### config.mk
export PLATFORM = sky130hd
export DESIGN_NAME = prog_irq_ctrl
export DESIGN_NICKNAME = d
export VERILOG_FILES = /design/src/rtl/pic_pkg.sv /design/src/rtl/pic_cmd_decode.sv /design/src/rtl/pic_req_latch.sv /design/src/rtl/pic_prio_resolve.sv /design/src/rtl/prog_irq_ctrl.sv
export SDC_FILE = /design/constraint.sdc
export NUM_CORES = 1
export LEC_CHECK = 0
export BUFFER_PORTS_ARGS = -buffer_cell sky130_fd_sc_hd__buf_4
export CELL_PAD_IN_SITES_DETAIL_PLACEMENT = 1
export CELL_PAD_IN_SITES_GLOBAL_PLACEMENT = 2
export CORE_MARGIN = 8
export CORE_UTILIZATION = 30
export CTS_CLUSTER_SIZE = 20
export DETAILED_ROUTE_END_ITERATION = 12
export GPL_TIMING_DRIVEN = 0
export PLACE_DENSITY = 0.79
export SYNTH_ARGS = -nofsm -noshare
export SYNTH_HDL_FRONTEND = slang
export SYNTH_SLANG_ARGS = --single-unit
### constraint.sdc
create_clock -name clk -period 2.3 [get_ports clk]
set_input_delay 0.23 -clock clk [delete_from_list [all_inputs] [get_ports clk]]
set_output_delay 0.23 -clock clk [all_outputs]
set_load 0.02 [all_outputs]
### src/rtl/pic_pkg.sv
package pic_pkg;
    localparam int NIN  = 8;
    localparam int IDXW = $clog2(NIN);
    localparam int VBW  = 8 - IDXW;

    localparam logic [7:0]     OP_EOI    = 8'h20;
    localparam logic [NIN-1:0] EDGE_ONLY = 8'h07;

    typedef enum logic [2:0] {
        ST_OFF,
        ST_BASE,
        ST_CASC,
        ST_MODE,
        ST_RUN
    } init_st_t;

    typedef enum logic {
        RD_REQ,
        RD_SVC
    } rdsel_t;

    typedef struct packed {
        logic            hit;
        logic [IDXW-1:0] idx;
    } pick_t;

    function automatic pick_t pick_lowest(input logic [NIN-1:0] v);
        pick_t r;
        r = '0;
        for (int i = NIN - 1; i >= 0; i--) begin
            if (v[i]) begin
                r.hit = 1'b1;
                r.idx = IDXW'(i);
            end
        end
        return r;
    endfunction

    function automatic logic [NIN-1:0] to_onehot(input logic [IDXW-1:0] idx);
        logic [NIN-1:0] r;
        r = '0;
        r[idx] = 1'b1;
        return r;
    endfunction
endpackage

### src/rtl/pic_cmd_decode.sv
module pic_cmd_decode
    import pic_pkg::*;
(
    input  logic                clk,
    input  logic                rst,
    input  logic                wr,
    input  logic                addr,
    input  logic [7:0]          wdata,
    output logic                ready,
    output logic                icw1_hit,
    output logic                eoi_hit,
    output logic                glob_level,
    output logic [VBW-1:0]      base,
    output logic [7:0]          casc,
    output logic [NIN-1:0]      imr,
    output rdsel_t              rsel
);
    init_st_t st_q;
    logic     need_mode_q;

    assign icw1_hit = wr && !addr && wdata[4];
    assign ready    = (st_q == ST_RUN);
    assign eoi_hit  = wr && !addr && ready && (wdata == OP_EOI);

    always_ff @(posedge clk) begin
        if (rst) begin
            st_q        <= ST_OFF;
            need_mode_q <= 1'b0;
            glob_level  <= 1'b0;
            base        <= '0;
            casc        <= '0;
            imr         <= '1;
            rsel        <= RD_REQ;
        end else if (icw1_hit) begin
            st_q        <= ST_BASE;
            need_mode_q <= wdata[0];
            glob_level  <= wdata[3];
            imr         <= '0;
            rsel        <= RD_REQ;
        end else if (wr && addr) begin
            case (st_q)
                ST_BASE: begin
                    base <= wdata[7:IDXW];
                    st_q <= ST_CASC;
                end
                ST_CASC: begin
                    casc <= wdata;
                    st_q <= need_mode_q ? ST_MODE : ST_RUN;
                end
                ST_MODE: st_q <= ST_RUN;
                ST_RUN:  imr  <= wdata[NIN-1:0];
                default: ;
            endcase
        end else if (wr && ready && wdata[3] && wdata[1]) begin
            rsel <= wdata[0] ? RD_SVC : RD_REQ;
        end
    end
endmodule

### src/rtl/pic_req_latch.sv
module pic_req_latch
    import pic_pkg::*;
(
    input  logic           clk,
    input  logic           rst,
    input  logic [NIN-1:0] irq_in,
    input  logic [NIN-1:0] level_mask,
    input  logic [NIN-1:0] clr,
    output logic [NIN-1:0] irr
);
    logic [NIN-1:0] prev_q;

    always_ff @(posedge clk) begin
        if (rst) prev_q <= '0;
        else     prev_q <= irq_in;
    end

    for (genvar g = 0; g < NIN; g++) begin : g_bit
        always_ff @(posedge clk) begin
            if (rst)
                irr[g] <= 1'b0;
            else if (level_mask[g])
                irr[g] <= irq_in[g];
            else
                irr[g] <= (irr[g] && !clr[g]) || (irq_in[g] && !prev_q[g]);
        end
    end
endmodule

### src/rtl/pic_prio_resolve.sv
module pic_prio_resolve
    import pic_pkg::*;
(
    input  logic            ready,
    input  logic [NIN-1:0]  irr,
    input  logic [NIN-1:0]  imr,
    input  logic [NIN-1:0]  isr,
    output logic            int_req,
    output logic [IDXW-1:0] win_idx,
    output logic [NIN-1:0]  svc_top
);
    pick_t pend_p;
    pick_t svc_p;

    always_comb begin
        pend_p  = pick_lowest(irr & ~imr);
        svc_p   = pick_lowest(isr);
        win_idx = pend_p.idx;
        svc_top = svc_p.hit ? to_onehot(svc_p.idx) : '0;
        int_req = ready && pend_p.hit && (!svc_p.hit || (pend_p.idx < svc_p.idx));
    end
endmodule

### src/rtl/prog_irq_ctrl.sv
module prog_irq_ctrl
    import pic_pkg::*;
(
    input  logic       clk,
    input  logic       rst,
    input  logic       bus_wr,
    input  logic       bus_addr,
    input  logic [7:0] bus_wdata,
    output logic [7:0] bus_rdata,
    input  logic [7:0] irq_in,
    input  logic [7:0] trig_level,
    output logic       int_out,
    input  logic       ack,
    output logic       vec_valid,
    output logic [7:0] vec_out,
    output logic [7:0] casc_cfg
);
    logic            run_q;
    logic            icw1_hit, eoi_hit, glob_level;
    logic [VBW-1:0]  base;
    logic [NIN-1:0]  imr_w, irr_w, isr_q, svc_top, level_mask, take;
    logic [IDXW-1:0] win_idx;
    logic            int_req;
    rdsel_t          rsel;

    pic_cmd_decode u_dec (
        .clk(clk), .rst(rst), .wr(bus_wr), .addr(bus_addr), .wdata(bus_wdata),
        .ready(run_q), .icw1_hit(icw1_hit), .eoi_hit(eoi_hit),
        .glob_level(glob_level), .base(base), .casc(casc_cfg),
        .imr(imr_w), .rsel(rsel)
    );

    assign level_mask = (glob_level ? '1 : trig_level) & ~EDGE_ONLY;
    assign take       = (ack && int_req) ? to_onehot(win_idx) : '0;

    pic_req_latch u_req (
        .clk(clk), .rst(rst), .irq_in(irq_in), .level_mask(level_mask),
        .clr(take), .irr(irr_w)
    );

    pic_prio_resolve u_prio (
        .ready(run_q), .irr(irr_w), .imr(imr_w), .isr(isr_q),
        .int_req(int_req), .win_idx(win_idx), .svc_top(svc_top)
    );

    assign int_out = int_req;

    always_ff @(posedge clk) begin
        if (rst || icw1_hit)
            isr_q <= '0;
        else
            isr_q <= (isr_q & ~(eoi_hit ? svc_top : '0)) | take;
    end

    always_ff @(posedge clk) begin
        if (rst) begin
            vec_valid <= 1'b0;
            vec_out   <= '0;
        end else begin
            vec_valid <= ack;
            if (ack)
                vec_out <= {base, int_req ? win_idx : IDXW'(NIN - 1)};
        end
    end

    always_comb begin
        if (bus_addr)
            bus_rdata = imr_w;
        else
            bus_rdata = (rsel == RD_SVC) ? isr_q : irr_w;
    end
endmodule

==> insert_results.sql <==
INSERT INTO impl_metrics (metric_group, metric, value, unit) VALUES
('yosys', 'async_flop_share', '0', '%'),
('worst_setup_path', 'family_with_the_most_delay_on_the_worst_path', 'compound AO/OA/AOI/OAI gates', ''),
('clock_network', 'clock_tree_from_tritoncts', 'done', ''),
('finish', 'layout-drive-gt1-share', '35.5', '%'),
('yosys', 'synth-edff-count', '0', ''),
('clock_network', 'cts_buffer_depth', '2', ''),
('drt', 'route.detailed.wl_per_inst', '17.7', 'um'),
('finish', 'layout_commonest_cell', 'buf_4', ''),
('worst_setup_path', 'cp_slowest_stage_delay', '320', 'ps'),
('timing', 'timing_worst_slew_pin_value', '650', 'ps'),
('run_status', 'outcome', 'finished with violations', ''),
('worst_setup_path', 'cp-end-kind', 'primary output', ''),
('yosys', 'post_synth_net_total', '356', ''),
('placement', 'gp_routability_congestion', '0.880', ''),
('worst_setup_path', 'worst_path_max_delay_cell', 'dfxtp_2', ''),
('worst_setup_path', 'worst-setup-path-type', 'reg -> out', ''),
('timing', 'layout_worst_path_cycle_share', '112', '%'),
('timing', 'finalHoldViolations', '0', ''),
('timing', 'worst_slew_margin_rel', '56.7', '%'),
('drt', 'route.detailed.drc', '0', ''),
('die', 'fp.dieH', '115', 'um'),
('global_routing', 'grt_overflow', '0', ''),
('worst_setup_path', 'worst-path-buf-inv', '2', ''),
('die', 'fp.dieW', '115', 'um'),
('placement', 'dp.final_hpwl', '7020', 'um'),
('global_routing', 'grt_pass1_wl', '15400', 'um'),
('yosys', 'synth.yosys.seq_area_share', '40.9', '%'),
('worst_setup_path', 'crit_path_max_fanout', '4', ''),
('timing', 'rsz0062_at_grt', 'true', ''),
('finish', 'layout.cells.non_filler', '542', ''),
('yosys', 'synth_top_area_cell', 'dfxtp_1', ''),
('clock_network', 'cts_root_buffer', 'clkbuf_8', ''),
('worst_setup_path', 'critical_path.startpoint', 'isr_q[0]$_SDFF_PP0_', ''),
('pwr', 'powerDensity', '602', 'nW/um2'),
('global_routing', 'global_route_total_usage_across_every_layer', '15.1', '%'),
('worst_setup_path', 'worst_r2r_startpoint', 'u_dec.imr[6]$_SDFFE_PP1P_', ''),
('drt', 'dr.pass1.iters', '4', ''),
('timing', 'totalNegativeSetupSlack', '-983', 'ps'),
('clock_network', 'postCtsHoldBufs', '0', ''),
('finish', 'most-common-layout-cells', 'buf_4, dfxtp_1, nor2_1, mux2i_1, nand2_1', ''),
('drt', 'finalWirelength', '9600', 'um'),
('drt', 'detailed_routed_wire_length_on_met2', '4690', 'um'),
('worst_setup_path', 'cp-start-kind', 'flip-flop', ''),
('clock_network', 'clk_pin_slew_worst_paths', '70', 'ps'),
('die', 'floorplan.io_pins', '55', ''),
('yosys', 'dominantRegCellSynth', 'dfxtp_1', ''),
('die', 'core_region_area', '9640', 'um2'),
('yosys', 'syn_inst', '325', ''),
('clock_network', 'clkLatencyLatePin', '350', 'ps'),
('worst_setup_path', 'timing.rr.end', 'u_req.irr[5]$_SDFF_PP0_', ''),
('yosys', 'synth-seq-cells', '60', ''),
('yosys', 'synth_cell_type_count', '56', ''),
('yosys', 'synth_top_area_share', '40.9', '%'),
('clock_network', 'clkSinkCount', '60', ''),
('global_routing', 'grt_antenna_before_repair', '0', ''),
('timing', 'setup_ws', '-279', 'ps'),
('run_status', 'violations', 'setup timing', ''),
('drt', 'met1Wirelength', '4500', 'um'),
('drt', 'routed-via-count', '2730', ''),
('timing', 'clock.fmax', '0.388', 'GHz'),
('timing', 'setup_viol', '8', ''),
('clock_network', 'cts_made_buffers', '9', ''),
('yosys', 'avgSynthCellArea', '9.04', 'um2'),
('yosys', 'synthTopCellsByArea', 'dfxtp_1, mux2i_1, nor2_1', ''),
('timing', 'final_max_slew_viol_count', '0', ''),
('global_routing', 'pin_count_of_the_biggest_net_entering_global_routing', '11', ''),
('yosys', 'warning_count_from_the_yosys_run', '0', ''),
('min_path', 'min-delay-path-class', 'in -> reg', ''),
('placement', 'port-buffer-count', '51', ''),
('finish', 'num-fill-cells', '1153', ''),
('worst_setup_path', 'critPathArrivalTime', '2350', 'ps');
[metrics by stage]
stage / hold slack [ps] / instance area, um2 / setup WS, ps / util, %
after global routing: 130 / 4010 / -395 / 41.6
after floorplan: 310 / 2940 / 55.3 / -
after global placement: 456 / 3490 / -282 / 36.2
after CTS: 88.7 / 3870 / -295 / 40.1
after detailed placement: 459 / 3490 / -362 / 36.2
final: 107 / 4010 / -279 / 41.6
[per-layer routing]
| metal | vias to the layer above | GRT usage, % |
|---|---|---|
| met3 | 14 | 2.42 |
| met1 | 1343 | 18.7 |
| met2 | 39 | 24.9 |
| met4 | 0 | 7.62 |
| met5 | - | 0 |
| li1 | 1334 | - |
[flip-flops by register name, summed over array words and instances (netlist names)]
signal / cells
isr_q: 8
u_dec.base: 5
u_dec.casc: 8
u_dec.glob_level: 1
u_dec.imr: 8
u_dec.need_mode_q: 1
u_dec.rsel: 1
u_dec.st_q: 3
u_req.irr: 8
u_req.prev_q: 8
vec_out: 8
vec_valid: 1
[layout make-up]
type / count / area [um2] / area share (%)
buffer: 16 / 78.8 / 1.97
sequential: 60 / 1220 / 30.5
inverter: 11 / 41.3 / 1.03
clock buffer: 11 / 151 / 3.78
timing repair buffer: 69 / 522 / 13.0
tap: 133 / 166 / 4.15
clock inverter: 4 / 48.8 / 1.22
multi-input combinational: 238 / 1780 / 44.3
[logic make-up after synthesis]
kind of cell | share of synthesized area [%]
fa+ha+maj | 0.851
simple gates | 23.2
flops | 40.9
compound gates | 20.5
buf+inv | 4.09
mux | 10.6
[synthesized netlist by cell type, types with 4 or more instances]
cell and count:
a21oi_1 8, a311oi_1 4, a31oi_1 5, clkbuf_1 8
dfxtp_1 60, inv_1 11, mux2i_1 31, nand2_1 25
nand2b_1 14, nor2_1 32, nor2b_1 18, nor3_1 6
o21ai_0 20, o21ai_1 7, o21bai_1 7, o22ai_1 5
o41a_1 5
[where the power goes]
group | internal (mW) | switching [mW]
clock | 0.551 | 0.425
combinational | 0.154 | 0.175
sequential | 1.08 | 0.0313
[how the worst min path moves through the flow]
| stage | start | endpoint | slack [ps] | depth (start not counted) |
|---|---|---|---|---|
| CTS | irq_in[0] | u_req.prev_q[0]$_SDFF_PP0_ | 90 | 2 |
| global route | rst | u_req.prev_q[3]$_SDFF_PP0_ | 130 | 2 |
| floorplan | rst | u_req.prev_q[3]$_SDFF_PP0_ | 310 | 1 |
| detailed placement | irq_in[0] | u_req.prev_q[0]$_SDFF_PP0_ | 460 | 2 |
| finish | irq_in[0] | u_req.prev_q[0]$_SDFF_PP0_ | 110 | 2 |
| global placement | irq_in[2] | u_req.prev_q[2]$_SDFF_PP0_ | 460 | 2 |
[repair_timing]
item                                    4_1_cts  5_1_grt
setup buffers                                 8       10
resized for setup                            32       17
endpoints found under the setup margin       19       19
pin swaps                                     9        9
(Power assumes the default switching activity.)
